### config.mk
export PLATFORM = sky130hd
export DESIGN_NAME = dma_cmd_unit
export DESIGN_NICKNAME = d
export VERILOG_FILES = /design/src/rtl/dma_cmd_pkg.sv /design/src/rtl/dma_cmd_ctrl.sv /design/src/rtl/dma_cmd_dpath.sv /design/src/rtl/dma_cmd_unit.sv
export SDC_FILE = /design/constraint.sdc
export NUM_CORES = 1
export LEC_CHECK = 0
export ABC_AREA = 1
export BUFFER_PORTS_ARGS = -buffer_cell sky130_fd_sc_hd__buf_2
export CORE_MARGIN = 1.5
export CORE_UTILIZATION = 40
export CTS_BUF_LIST = sky130_fd_sc_hd__clkbuf_8
export DETAILED_ROUTE_END_ITERATION = 8
export PLACE_DENSITY = 0.77
export SYNTH_ARGS = -nofsm -noshare
export SYNTH_HDL_FRONTEND = slang
export SYNTH_SLANG_ARGS = --single-unit
### constraint.sdc
create_clock -name clk -period 1.9 [get_ports clk]
set_input_delay 0.38 -clock clk [delete_from_list [all_inputs] [get_ports clk]]
set_output_delay 0.38 -clock clk [all_outputs]
set_load 0.03 [all_outputs]
### src/rtl/dma_cmd_pkg.sv
package dma_cmd_pkg;
  localparam int unsigned DATA_W = 32;
  localparam int unsigned ADDR_W = 2;

  // command word bit positions
  localparam int unsigned BIT_RX_EN    = 7;
  localparam int unsigned BIT_ABORT_RX = 15;
  localparam int unsigned BIT_ABORT_TX = 31;

  // cause / mask bit positions
  localparam int unsigned BIT_ANY_RET  = 0;
  localparam int unsigned BIT_TX_UNDER = 13;
  localparam int unsigned BIT_SMI_DONE = 29;
  localparam int unsigned BIT_SUMMARY  = 31;
  localparam int unsigned RET_LSB      = 16;
  localparam int unsigned ERR_LSB      = 20;
  localparam int unsigned SUM_LO       = 4;
  localparam int unsigned SUM_HI       = 30;
  localparam int unsigned MAX_Q        = 4;

  typedef enum logic [ADDR_W-1:0] {
    REG_CMD   = 2'd0,
    REG_CAUSE = 2'd1,
    REG_MASK  = 2'd2,
    REG_NONE  = 2'd3
  } regSel_e;

  // strobes handed from control to datapath
  typedef struct packed {
    logic    wrCause;
    logic    wrMask;
    regSel_e rdSel;
  } ctrlStrobe_t;

  function automatic logic [DATA_W-1:0] implMask(int unsigned nq);
    logic [DATA_W-1:0] m;
    m = '0;
    m[BIT_ANY_RET]  = 1'b1;
    m[BIT_TX_UNDER] = 1'b1;
    m[BIT_SMI_DONE] = 1'b1;
    for (int unsigned q = 0; q < nq; q++) begin
      m[RET_LSB+q] = 1'b1;
      m[ERR_LSB+q] = 1'b1;
    end
    return m;
  endfunction
endpackage

### src/rtl/dma_cmd_ctrl.sv
module dma_cmd_ctrl
  import dma_cmd_pkg::*;
(
  input  logic                clk,
  input  logic                rstN,
  input  logic                wrEn,
  input  logic [ADDR_W-1:0]   addr,
  input  logic [2:0]          cmdBits,   // {abort tx, abort rx, rx enable}
  input  logic                rxIdle,
  input  logic                txIdle,
  output ctrlStrobe_t         strobe,
  output logic                rxEnable,
  output logic                abortRx,
  output logic                abortTx,
  output logic [DATA_W-1:0]   cmdWord
);
  localparam int unsigned NUM_ABORT = 2;

  logic                 wrCmd;
  logic                 rxEnQ;
  logic [NUM_ABORT-1:0] abortQ;
  logic [NUM_ABORT-1:0] abortReq;
  logic [NUM_ABORT-1:0] idleIn;

  always_comb begin
    wrCmd          = wrEn && (addr == REG_CMD);
    strobe.wrCause = wrEn && (addr == REG_CAUSE);
    strobe.wrMask  = wrEn && (addr == REG_MASK);
    strobe.rdSel   = regSel_e'(addr);
  end

  assign abortReq = {wrCmd & cmdBits[2], wrCmd & cmdBits[1]};
  assign idleIn   = {txIdle, rxIdle};

  // one pending-abort flop per engine; cleared once the engine is idle
  for (genvar ch = 0; ch < NUM_ABORT; ch++) begin : g_abort
    logic pendQ;
    always_ff @(posedge clk or negedge rstN) begin
      if (!rstN) pendQ <= 1'b0;
      else       pendQ <= abortReq[ch] | (pendQ & ~idleIn[ch]);
    end
    assign abortQ[ch] = pendQ;
  end

  // receive enable: set by command, cleared by receive abort (abort wins)
  always_ff @(posedge clk or negedge rstN) begin
    if (!rstN)                  rxEnQ <= 1'b0;
    else if (abortReq[0])       rxEnQ <= 1'b0;
    else if (wrCmd & cmdBits[0]) rxEnQ <= 1'b1;
  end

  assign rxEnable = rxEnQ;
  assign abortRx  = abortQ[0];
  assign abortTx  = abortQ[1];

  always_comb begin
    cmdWord               = '0;
    cmdWord[BIT_RX_EN]    = rxEnQ;
    cmdWord[BIT_ABORT_RX] = abortQ[0];
    cmdWord[BIT_ABORT_TX] = abortQ[1];
  end
endmodule

### src/rtl/dma_cmd_dpath.sv
module dma_cmd_dpath
  import dma_cmd_pkg::*;
#(
  parameter int unsigned NUM_Q = 4
) (
  input  logic              clk,
  input  logic              rstN,
  input  ctrlStrobe_t       strobe,
  input  logic [DATA_W-1:0] wrData,
  input  logic [DATA_W-1:0] cmdWord,
  input  logic              frameOnly,
  input  logic [NUM_Q-1:0]  descClose,
  input  logic [NUM_Q-1:0]  descIntEn,
  input  logic [NUM_Q-1:0]  descLast,
  input  logic [NUM_Q-1:0]  rxResErr,
  input  logic              txUnderrun,
  input  logic              smiDone,
  output logic [DATA_W-1:0] rdData,
  output logic              irqOut
);
  localparam logic [DATA_W-1:0] IMPL = implMask(NUM_Q);
  localparam int unsigned SUM_W = SUM_HI - SUM_LO + 1;

  logic [NUM_Q-1:0]  retHit;
  logic [DATA_W-1:0] evVec;
  logic [DATA_W-1:0] causeQ, causeD;
  logic [DATA_W-1:0] maskQ;
  logic [DATA_W-1:0] pending;
  logic [SUM_W-1:0]  sumSlice;
  logic              summary;
  logic              irqQ;

  // per-queue buffer-return qualification
  for (genvar q = 0; q < NUM_Q; q++) begin : g_ret
    assign retHit[q] = descClose[q] & descIntEn[q] & (~frameOnly | descLast[q]);
  end

  always_comb begin
    evVec                     = '0;
    evVec[BIT_ANY_RET]        = |retHit;
    evVec[RET_LSB +: NUM_Q]   = retHit;
    evVec[ERR_LSB +: NUM_Q]   = rxResErr;
    evVec[BIT_TX_UNDER]       = txUnderrun;
    evVec[BIT_SMI_DONE]       = smiDone;
  end

  // write-0-to-clear, events override the clear
  always_comb begin
    causeD = strobe.wrCause ? (causeQ & wrData) : causeQ;
    causeD = (causeD | evVec) & IMPL;
  end

  always_ff @(posedge clk or negedge rstN) begin
    if (!rstN) begin
      causeQ <= '0;
      maskQ  <= '0;
      irqQ   <= 1'b0;
    end else begin
      causeQ <= causeD;
      if (strobe.wrMask) maskQ <= wrData & IMPL;
      irqQ <= summary;
    end
  end

  assign pending  = causeQ & maskQ;
  assign sumSlice = pending[SUM_HI:SUM_LO];
  assign summary  = |sumSlice;
  assign irqOut   = irqQ;

  always_comb begin
    unique case (strobe.rdSel)
      REG_CMD:   rdData = cmdWord;
      REG_CAUSE: rdData = {summary, causeQ[BIT_SUMMARY-1:0]};
      REG_MASK:  rdData = maskQ;
      default:   rdData = '0;
    endcase
  end
endmodule

### src/rtl/dma_cmd_unit.sv
module dma_cmd_unit
  import dma_cmd_pkg::*;
#(
  parameter int unsigned NUM_Q = 4   // receive queues, at most MAX_Q
) (
  input  logic              clk,
  input  logic              rstN,
  input  logic              wrEn,
  input  logic [1:0]        addr,
  input  logic [31:0]       wrData,
  output logic [31:0]       rdData,
  input  logic              rxIdle,
  input  logic              txIdle,
  output logic              rxEnable,
  output logic              abortRx,
  output logic              abortTx,
  input  logic              frameOnly,
  input  logic [NUM_Q-1:0]  descClose,
  input  logic [NUM_Q-1:0]  descIntEn,
  input  logic [NUM_Q-1:0]  descLast,
  input  logic [NUM_Q-1:0]  rxResErr,
  input  logic              txUnderrun,
  input  logic              smiDone,
  output logic              irqOut
);
  ctrlStrobe_t       strobe;
  logic [DATA_W-1:0] cmdWord;

  dma_cmd_ctrl u_ctrl (
    .clk      (clk),
    .rstN     (rstN),
    .wrEn     (wrEn),
    .addr     (addr),
    .cmdBits  ({wrData[BIT_ABORT_TX], wrData[BIT_ABORT_RX], wrData[BIT_RX_EN]}),
    .rxIdle   (rxIdle),
    .txIdle   (txIdle),
    .strobe   (strobe),
    .rxEnable (rxEnable),
    .abortRx  (abortRx),
    .abortTx  (abortTx),
    .cmdWord  (cmdWord)
  );

  dma_cmd_dpath #(.NUM_Q(NUM_Q)) u_dpath (
    .clk        (clk),
    .rstN       (rstN),
    .strobe     (strobe),
    .wrData     (wrData),
    .cmdWord    (cmdWord),
    .frameOnly  (frameOnly),
    .descClose  (descClose),
    .descIntEn  (descIntEn),
    .descLast   (descLast),
    .rxResErr   (rxResErr),
    .txUnderrun (txUnderrun),
    .smiDone    (smiDone),
    .rdData     (rdData),
    .irqOut     (irqOut)
  );
endmodule

==> results of run 1 <==
cells in the final DEF (no fill, tap or decap):
cell type,count
sky130_fd_sc_hd__buf_4,1
sky130_fd_sc_hd__clkbuf_8,3
sky130_fd_sc_hd__inv_2,1
sky130_fd_sc_hd__dfrtp_1,26
sky130_fd_sc_hd__nor2_4,1
sky130_fd_sc_hd__nand3_1,19
sky130_fd_sc_hd__conb_1,18
sky130_fd_sc_hd__buf_12,1
sky130_fd_sc_hd__o21ai_1,4
sky130_fd_sc_hd__buf_2,57
sky130_fd_sc_hd__o21bai_1,6
sky130_fd_sc_hd__o21ai_0,9
sky130_fd_sc_hd__nor2_2,1
sky130_fd_sc_hd__a22o_1,1
sky130_fd_sc_hd__inv_1,18
sky130_fd_sc_hd__nor2_1,12
sky130_fd_sc_hd__nand2_1,73
final timing paths:
check	to	from	cells past startpoint
setup / recovery	rdData[31]	u_dpath.maskQ[16]$_DFFE_PN0P_	7
hold / removal	u_dpath.maskQ[16]$_DFFE_PN0P_	rstN	1
setup reg to reg	u_dpath.irqOut$_DFF_PN0_	u_dpath.maskQ[16]$_DFFE_PN0P_	4
hold reg to reg	u_dpath.maskQ[0]$_DFFE_PN0P_	u_dpath.maskQ[0]$_DFFE_PN0P_	2
max in group asynchronous	u_dpath.maskQ[29]$_DFFE_PN0P_	rstN	1
min in group clk	u_ctrl.abortRx$_DFF_PN0_	rxIdle	2
area by class of cell:
class / instances / area, µm² / area share
Clock buffer: 3 / 41.3 / 0.0236
Inverter: 19 / 71.3 / 0.0407
Multi-Input combinational cell: 144 / 618 / 0.353
Sequential cell: 26 / 651 / 0.371
Tap cell: 46 / 57.6 / 0.0329
Timing Repair Buffer: 59 / 313 / 0.179
critical path: stages (launching register included):
cell,delay (ns)
sky130_fd_sc_hd__dfrtp_1,0.41
sky130_fd_sc_hd__nand2_1,0.07
sky130_fd_sc_hd__nand2_1,0.05
sky130_fd_sc_hd__nor2_1,0.12
sky130_fd_sc_hd__nand3_1,0.11
sky130_fd_sc_hd__nand2_1,0.08
sky130_fd_sc_hd__nand2_1,0.04
sky130_fd_sc_hd__buf_2,0.17
metrics by stage:
step                      hold WS [ns]  setup slack, ns  utilization  area [µm²]
after floorplan                 0.0844            0.194            -        1510
after global routing             0.132            0.125        0.517        1750
after detailed placement         0.407            0.245        0.505        1710
final                           0.0990            0.215        0.517        1750
after CTS                        0.116            0.191        0.517        1750
after global placement           0.401            0.258        0.505        1710
sequential cells by signal, summed over array words and instances, names as in the netlist:
register,count
u_ctrl.abortRx,1
u_ctrl.abortTx,1
u_ctrl.rxEnable,1
u_dpath.causeQ,11
u_dpath.irqOut,1
u_dpath.maskQ,11
synthesized netlist by cell type:
master and count:
sky130_fd_sc_hd__o21ai_1 4, sky130_fd_sc_hd__buf_6 1, sky130_fd_sc_hd__dfrtp_1 26, sky130_fd_sc_hd__nand2_1 73
sky130_fd_sc_hd__nand3_1 19, sky130_fd_sc_hd__buf_2 3, sky130_fd_sc_hd__a22o_1 1, sky130_fd_sc_hd__nor2_1 12
sky130_fd_sc_hd__inv_1 18, sky130_fd_sc_hd__buf_4 18, sky130_fd_sc_hd__clkbuf_2 1, sky130_fd_sc_hd__conb_1 1
sky130_fd_sc_hd__o21bai_1 6, sky130_fd_sc_hd__clkbuf_1 1, sky130_fd_sc_hd__o21ai_0 9, sky130_fd_sc_hd__nor2_2 1
sky130_fd_sc_hd__nor2_4 1, sky130_fd_sc_hd__inv_2 1
layer usage:
metal	GRT usage	vias up	part of all wire	routed length (µm)
li1	-	680	-	-
met3	0.0250	4	0.065	198
met1	0.201	589	0.43	1310
met5	0	-	0	0
met4	0.0500	0	0.0093	28
met2	0.266	48	0.49	1490
where the power goes:
group	internal [mW]	leakage (nW)	switching, mW
clock	0.142	0.0216	0.159
combinational	0.118	0.741	0.256
sequential	0.615	0.289	0.0413
total	0.875	1.05	0.456
logic make-up (layout without fill, tap and decap cells):
| group | Yosys count | after routing |
|---|---|---|
| other cells | 1 | 18 |
| simple gates | 106 | 106 |
| buf+inv | 43 | 81 |
| compound gates | 20 | 20 |
| flops | 26 | 26 |
==> Flow_metrics.wiki, run 1 <==
{| class="wikitable"
! Metric !! Value
|-
| Net count reported at finish || slightly above 300
|-
| Syn Std Cell Area || between 1000 and 1500 µm²
|-
| Share of Yosys cell area claimed by the top area cell type || 0.450
|-
| Critical Path AT || between 1 and 1.5 ns
|-
| Maximum operating frequency || between 500 and 600 MHz
|-
| Synthesized area per cell || around 7.4 µm²
|-
| Standard cell core area || around 3400 µm²
|-
| Via count normalized by instance count || approximately 4.4
|-
| Site Rows || 21
|-
| Leakage Power || 1.05 nW
|-
| Post-route DRC || 0
|-
| Simple-gate area share of the yosys netlist || 0.298
|-
| Global-route wire length before repair || between 4000 and 5000 µm
|-
| Die ar. || between 3000 and 4000 µm²
|-
| Clock Skews || about 0.0013 ns
|-
| Final count of hold timing violations || 0
|-
| Synthesized-area fraction occupied by ao, oa, aoi and oai cells || 0.0822
|-
| Count of placed standard cells including taps || ~300
|-
| Period Utilization, post-route || 0.887
|-
| TritonCTS clock tree || built
|-
| Peak supply drop || 299 µV
|-
| Number of buffers on the longest clock path || 2
|-
| Fillers || 345
|-
| Final standard cell count with taps included and fillers excluded || ~300
|-
| PwrDens || approximately 760 nW/µm²
|-
| Gp weighted congestion || ~0.77
|-
| Diode insertion count for antenna repair || 0
|-
| 1st-pass router iterations || 4
|-
| Avg WL per Cell || just over 10 µm
|-
| Initial antenna violation count || 0
|-
| Top post-synthesis cells by area || sky130_fd_sc_hd__dfrtp_1 45%, sky130_fd_sc_hd__nand2_1 19%, sky130_fd_sc_hd__buf_4 9.3%
|-
| Vias after detailed routing || between 1k and 1.5k
|-
| Setup crit start kind || flop
|-
| Overall Power || between 1 and 1.5 mW
|-
| Number of violations reported at the end of detailed-routing iteration 0 || 55
|-
| Result of the run || completed
|-
| Relative slew slack || 0.622
|-
| Area delta synth->final || 21.1%
|-
| Share of post-route cells with drive strength above 1 || 0.259
|-
| Routed WL || a little over 3000 µm
|-
| Number of levels in the clock H-tree || 1
|-
| Clock latency reported for the late side of the worst-skew pair || between 0.2 and 0.3 ns
|-
| Flop and latch count out of synthesis || 26
|-
| Category of the critical setup timing path || flop to output pin
|-
| Number of gates resized after CTS || 0
|-
| TritonCTS Buffers || 3
|-
| Largest net degree at the start of global routing || 27
|-
| Count of synthesis-stage warnings from yosys || 0
|-
| Top-level I/O count || 94
|-
| Starting density of the core || 0.427
|-
| Final worst path period need || around 1.7 ns
|-
| Cell taking the most area after synthesis || sky130_fd_sc_hd__dfrtp_1
|-
| Flop2flop setup slack || between 1 and 1.5 ns
|-
| Unrepaired setup endpoints after global routing || false
|-
| Clock root cell || sky130_fd_sc_hd__clkbuf_8
|-
| Pins over their slew limit || 0
|-
| Crit path max fanout || 3
|-
| Post-synth cell types || 18
|-
| Die span in x || around 63 µm
|-
| Final setup violating endpoints || 0
|-
| Number of instances in the synthesized netlist || around 200
|-
| Vias in the first global route || 1,189
|-
| Parity-gate share of the synthesized area counting xor and xnor cells || 0
|-
| Fraction of the mapped netlist area in adder cells || 0
|-
| Count of maximum capacitance violations || 0
|-
| Sum of negative setup slack || 0 ns
|-
| Kind of capture point of the worst setup path || output pin
|-
| Placed wire-length estimate after detailed placement || approximately 2300 µm
|-
| GRT Util Overall || 0.156
|-
| Postcts setup bufs || 0
|-
| Reg clk slew, reported paths || approximately 0.080 ns
|-
| Number of routed nets with antenna violations || 0
|-
| Vertical die dimension || 63.1 µm
|-
| HP Class || primary input to asynchronous set/reset pin
|-
| Multiplexer share of the synthesized area || 0
|-
| Tightest Pin Transition || about 0.57 ns
|-
| Fraction of the yosys area taken by sequential cells || 0.450
|-
| Required arrival time at the worst endpoint || approximately 1.5 ns
|-
| Largest family of logic cells by synthesized area || simple AND/OR/NAND/NOR gates
|-
| GRT overflow || 0
|-
| Clock net sink count || 26
|-
| IO buf count || 57
|-
| # hold bufs at CTS || 0
|}
No activity file was read; power rests on OpenSTA's default activity.
==> run 2, diff against run 1 <==
- CORE_UTILIZATION: 40 -> 39
- PLACE_DENSITY: 0.77 -> 0.78
- clock period: 1.9 -> 1.5 ns (I/O delays scaled with it)
==> Flow_metrics.wiki, run 2 (synthesis gave the netlist of run 1 again) <==
{| class="wikitable"
! Metric !! Value
|-
| GRT overflow || 0
|-
| Maximum operating frequency || roughly 640 MHz
|-
| Area delta synth->final || 31.1%
|-
| Commonest non-fill, non-tap cells in the layout || 73 x sky130_fd_sc_hd__nand2_1, 55 x sky130_fd_sc_hd__buf_2, 26 x sky130_fd_sc_hd__dfrtp_1
|-
| Number of buffers on the longest clock path || 2
|-
| Routed met1 length || roughly 1400 µm
|-
| Clock root cell || sky130_fd_sc_hd__clkbuf_8
|-
| Crit path max fanout || 2
|-
| Clock net sink count || 26
|-
| Final worst path period need || between 1.5 and 2 ns
|-
| Count of maximum capacitance violations || 0
|-
| GRT Util Overall || 0.165
|-
| Required arrival time at the worst endpoint || around 1.2 ns
|-
| Initial antenna violation count || 0
|-
| Peak supply drop || approximately 370 µV
|-
| Pins over their slew limit || 0
|-
| Leading registers by flop count || u_dpath.causeQ (11), u_dpath.maskQ (11)
|-
| Final standard cell count with taps included and fillers excluded || 310
|-
| Starting density of the core || 0.420
|-
| Origin of the worst setup path || u_dpath.causeQ[17]$_DFF_PN0_
|-
| Unrepaired setup endpoints after global routing || true
|-
| Placed wire-length estimate after detailed placement || 2430 µm
|-
| TritonCTS Buffers || 3
|-
| Total placed instance area || roughly 1700 µm²
|-
| Period Utilization, post-route || 1.05
|-
| Vertical die dimension || 63.9 µm
|-
| Metal2 WL || roughly 1600 µm
|-
| Avg WL per Cell || 10.4 µm
|-
| Tightest Pin Transition || around 0.57 ns
|-
| Final worst slack || -0.0705 ns
|-
| Final instance area || 1900 µm²
|-
| Fillers || ~380
|-
| HP Class || primary input to asynchronous set/reset pin
|-
| Top-level I/O count || 94
|-
| Die span in x || 63.9 µm
|-
| Clock latency reported for the late side of the worst-skew pair || about 0.27 ns
|-
| Via count normalized by instance count || approximately 4.4
|-
| Routed WL || between 3000 and 4000 µm
|-
| Die ar. || 4080 µm²
|-
| Vias after detailed routing || ~1.3k
|-
| Leakage Power || about 1.1 nW
|-
| Share of post-route cells with drive strength above 1 || 0.295
|-
| Setup crit start kind || flop
|-
| Global-route wire length before repair || roughly 5400 µm
|-
| Critical Path AT || between 1 and 1.5 ns
|-
| PwrDens || ~1000 nW/µm²
|-
| Standard cell core area || 3440 µm²
|-
| Reg clk slew, reported paths || about 0.09 ns
|-
| Relative slew slack || 0.618
|-
| 1st-pass router iterations || 4
|-
| Vias in the first global route || 1,317
|-
| Count of placed standard cells including taps || about 300
|-
| Number of violations reported at the end of detailed-routing iteration 0 || 75
|-
| Site Rows || 21
|-
| Kind of capture point of the worst setup path || output pin
|-
| Final setup violating endpoints || 1
|-
| Gp weighted congestion || about 0.75
|-
| Result of the run || finished, violations left
|-
| Clock Skews || between 0.007 and 0.008 ns
|-
| Post-route DRC || 0
|-
| Most common library cell in the layout ignoring fill and taps || sky130_fd_sc_hd__nand2_1
|-
| Diode insertion count for antenna repair || 0
|-
| Largest net degree at the start of global routing || 27
|-
| IO buf count || 57
|-
| Category of the critical setup timing path || flop to output pin
|-
| Violations in the final reports || negative setup slack
|-
| Number of levels in the clock H-tree || 1
|-
| Number of routed nets with antenna violations || 0
|-
| Final count of hold timing violations || 0
|-
| Met3 wire length || ~180 µm
|-
| Net count reported at finish || ~320
|-
| TritonCTS clock tree || built
|-
| Highest metal layer with signal wires || met4
|-
| Startpoint of the most critical register-to-register path || u_dpath.causeQ[17]$_DFF_PN0_
|}
==> run 2: per-stage QoR <==
step	worst slack, ns	power [mW]	hold slack, ns	utilization	TNS, ns
detailed placement	0.0708	1.33	0.333	0.499	0
floorplan	-0.0461	1.20	0.00441	-	-0.277
global placement	0.0828	1.32	0.329	0.499	0
global route	-0.170	2.07	0.0485	0.551	-0.170
finish	-0.0705	1.95	0.00815	0.551	-0.0705
CTS	-0.105	1.96	0.0290	0.550	-0.105
==> run 2: repair_timing <==
item,4_1_cts,5_1_grt
resized for setup,6,1
pin swaps,4,2
hold buffers,0,0
setup buffers,11,1
endpoints found under the setup margin,1,3
==> run 2: cell type report <==
class	count	area, µm²	share of cell area
Clock buffer	3	41.3	0.0218
Inverter	19	71.3	0.0376
Sequential cell	26	651	0.343
Timing Repair Buffer	71	427	0.225
Clock inverter	1	30.0	0.0158
Tap cell	46	57.6	0.0304
Multi-Input combinational cell	144	618	0.326
==> run 2: power by group <==
part | switching [mW] | total, mW | internal [mW]
logic | 0.342 | 0.542 | 0.200
clock network | 0.224 | 0.581 | 0.357
registers | 0.0490 | 0.828 | 0.779
==> run 2: final timing paths <==
kind,depth (start not counted),end,slack [ns]
max in group asynchronous,1,u_ctrl.rxEnable$_DFFE_PN0P_,1.11
max,7,rdData[31],-0.07
min,1,u_dpath.causeQ[23]$_DFF_PN0_,0.008
min in group clk,2,u_ctrl.abortRx$_DFF_PN0_,0.20
max reg2reg,9,u_dpath.irqOut$_DFF_PN0_,0.12
min reg2reg,2,u_dpath.maskQ[0]$_DFFE_PN0P_,0.49
==> run 2: critical path, stage by stage (launching register included) <==
cell,delay (ns)
sky130_fd_sc_hd__dfrtp_1,0.40
sky130_fd_sc_hd__nand2_1,0.07
sky130_fd_sc_hd__nand2_1,0.05
sky130_fd_sc_hd__nor2_1,0.11
sky130_fd_sc_hd__nand3_1,0.11
sky130_fd_sc_hd__nand2_1,0.07
sky130_fd_sc_hd__nand2_1,0.06
sky130_fd_sc_hd__buf_6,0.13
==> run 2: routing by layer <==
metal / track usage / vias to the layer above
met5: 0 / -
met4: 0.0408 / 0
met3: 0.0264 / 2
met2: 0.309 / 43
met1: 0.194 / 602
li1: - / 702
==> run 3, diff against run 2 <==
- RECOVER_POWER: default -> 25
==> Flow_metrics.wiki, run 3 (synthesis gave the netlist of run 1 again) <==
{| class="wikitable"
! Metric !! Value
|-
| Result of the run || finished, violations left
|-
| Violations in the final reports || negative setup slack
|-
| Leading registers by flop count || u_dpath.causeQ (11), u_dpath.maskQ (11)
|-
| Vias after detailed routing || about 1.4k
|-
| Number of violations reported at the end of detailed-routing iteration 0 || 75
|-
| Clock Skews || roughly 0.0077 ns
|-
| Gp weighted congestion || approximately 0.75
|-
| Die ar. || 4080 µm²
|-
| Maximum operating frequency || around 640 MHz
|-
| Pins over their slew limit || 0
|-
| PwrDens || about 1000 nW/µm²
|-
| Count of maximum capacitance violations || 0
|-
| Initial antenna violation count || 0
|-
| Fillers || between 300 and 400
|-
| Net count reported at finish || between 300 and 400
|-
| Critical Path AT || ~1.3 ns
|-
| Reg clk slew, reported paths || roughly 0.090 ns
|-
| Die span in x || roughly 64 µm
|-
| Diode insertion count for antenna repair || 0
|-
| Number of buffers on the longest clock path || 2
|-
| Vertical die dimension || ~64 µm
|-
| Leakage Power || 1.13 nW
|-
| Placed wire-length estimate after detailed placement || ~2400 µm
|-
| TritonCTS clock tree || built
|-
| Number of routed nets with antenna violations || 0
|-
| Tightest Pin Transition || approximately 1.4 ns
|-
| Global-route met2 utilization || 0.309
|-
| Ordered cell list for the critical path || nand2_1, nand2_1, nor2_1, nand3_1, nand2_1, nand2_1, buf_6
|-
| Routed WL || 3230 µm
|-
| TritonCTS Buffers || 3
|-
| Final count of hold timing violations || 0
|-
| Final Util || 0.550
|-
| Relative slew slack || 0.0842
|-
| Overall Power || between 1.5 and 2 mW
|-
| Standard cell core area || between 3000 and 4000 µm²
|-
| Post-placement worst setup slack || ~0.07 ns
|-
| Area used by multi-input combinational logic || ~620 µm²
|-
| Avg WL per Cell || 10.4 µm
|-
| GRT Util Overall || 0.165
|-
| Share of post-route cells with drive strength above 1 || 0.292
|-
| Crit path buffers/inverters || 1
|-
| Max stage delay cell, worst path || sky130_fd_sc_hd__dfrtp_1
|-
| Commonest non-fill, non-tap cells in the layout || 73 x sky130_fd_sc_hd__nand2_1, 54 x sky130_fd_sc_hd__buf_2, 26 x sky130_fd_sc_hd__dfrtp_1
|-
| Category of cells accounting for the largest share of critical-path delay || simple AND/OR/NAND/NOR gates
|-
| Starting density of the core || 0.420
|-
| Via count normalized by instance count || approximately 4.4
|-
| Area occupied by registers || 651 µm²
|-
| Final worst slack || -0.0704 ns
|-
| # hold bufs at CTS || 0
|-
| IO buf count || 57
|-
| Largest net degree at the start of global routing || 27
|-
| Number of levels in the clock H-tree || 1
|-
| 1st-pass router iterations || 4
|-
| GRT overflow || 0
|-
| Final worst path period need || between 1.5 and 2 ns
|-
| Met3 layer usage reported by global route || 0.0264
|-
| Final instance area || ~1900 µm²
|-
| Clock latency reported for the late side of the worst-skew pair || ~0.27 ns
|-
| Area delta synth->final || 31.0%
|-
| Delay of the slowest critical-path stage || about 0.40 ns
|-
| Total placed instance area || between 1500 and 2000 µm²
|-
| Unrepaired setup endpoints after global routing || true
|-
| Most common library cell in the layout ignoring fill and taps || sky130_fd_sc_hd__nand2_1
|-
| Required arrival time at the worst endpoint || between 1 and 1.5 ns
|-
| Final setup violating endpoints || 1
|-
| Most congested layer reported by global routing || met2
|-
| Period Utilization, post-route || 1.05
|-
| Category of the critical setup timing path || flop to output pin
|-
| Met1 track demand over resource || 0.194
|-
| Clock root cell || sky130_fd_sc_hd__clkbuf_8
|-
| Site Rows || 21
|-
| Crit path max fanout || 2
|-
| Clock net sink count || 26
|-
| Peak supply drop || between 300 and 400 µV
|-
| Vias in the first global route || around 1.3k
|-
| HP Class || primary input to flop
|-
| Global-route wire length before repair || 5380 µm
|-
| Kind of capture point of the worst setup path || output pin
|-
| Post-route DRC || 0
|-
| Top-level I/O count || 94
|-
| Most numerous cell on the critical path || sky130_fd_sc_hd__nand2_1
|-
| Setup crit start kind || flop
|}
-- run 3: per-stage QoR --
step           setup TNS, ns  hold slack, ns  cells
3_3_place_gp               0           0.329    295
2_1_floorplan         -0.277         0.00441    213
5_1_grt               -0.170           0.200    310
6_report             -0.0704           0.197    310
4_1_cts               -0.105          0.0290    310
3_5_place_dp               0           0.333    295
-- run 3: area by class of cell --
type,count,area share
Tap cell,46,0.0304
Clock inverter,1,0.0159
Sequential cell,26,0.343
Clock buffer,3,0.0218
Multi-Input combinational cell,144,0.326
Inverter,19,0.0376
Timing Repair Buffer,71,0.225
-- run 3: repair_timing --
action,in CTS,in global routing
gates cloned,0,0
buffers inserted,11,1
pin swaps,4,2
resized for setup,6,1
endpoints found under the hold margin,0,0
setup endpoints to repair,1,3
-- run 3: path summary, 6_finish.rpt --
path                                                   start                           end  slack, ns  cells after the start
worst max-delay path            u_dpath.causeQ[17]$_DFF_PN0_                    rdData[31]      -0.07                      7
worst min-delay path                                  rxIdle      u_ctrl.abortRx$_DFF_PN0_       0.20                      2
worst max register to register  u_dpath.causeQ[17]$_DFF_PN0_      u_dpath.irqOut$_DFF_PN0_       0.12                      9
worst min register to register  u_dpath.maskQ[0]$_DFFE_PN0P_  u_dpath.maskQ[0]$_DFFE_PN0P_       0.49                      2
max in group asynchronous                               rstN   u_ctrl.rxEnable$_DFFE_PN0P_       0.37                      1
min in group asynchronous                               rstN  u_dpath.causeQ[23]$_DFF_PN0_       0.32                      1
-- run 3: layer usage --
layer,routed length [µm],vias to the layer above,part of all wire
li1,-,702,-
met1,1390,604,0.43
met2,1640,43,0.51
met3,176,2,0.055
met4,24,0,0.0074
met5,0,-,0
-- run 3: where the power goes --
group	internal (mW)	switching [mW]
clock network	0.357	0.224
logic	0.199	0.342
registers	0.779	0.0489
total	1.34	0.615
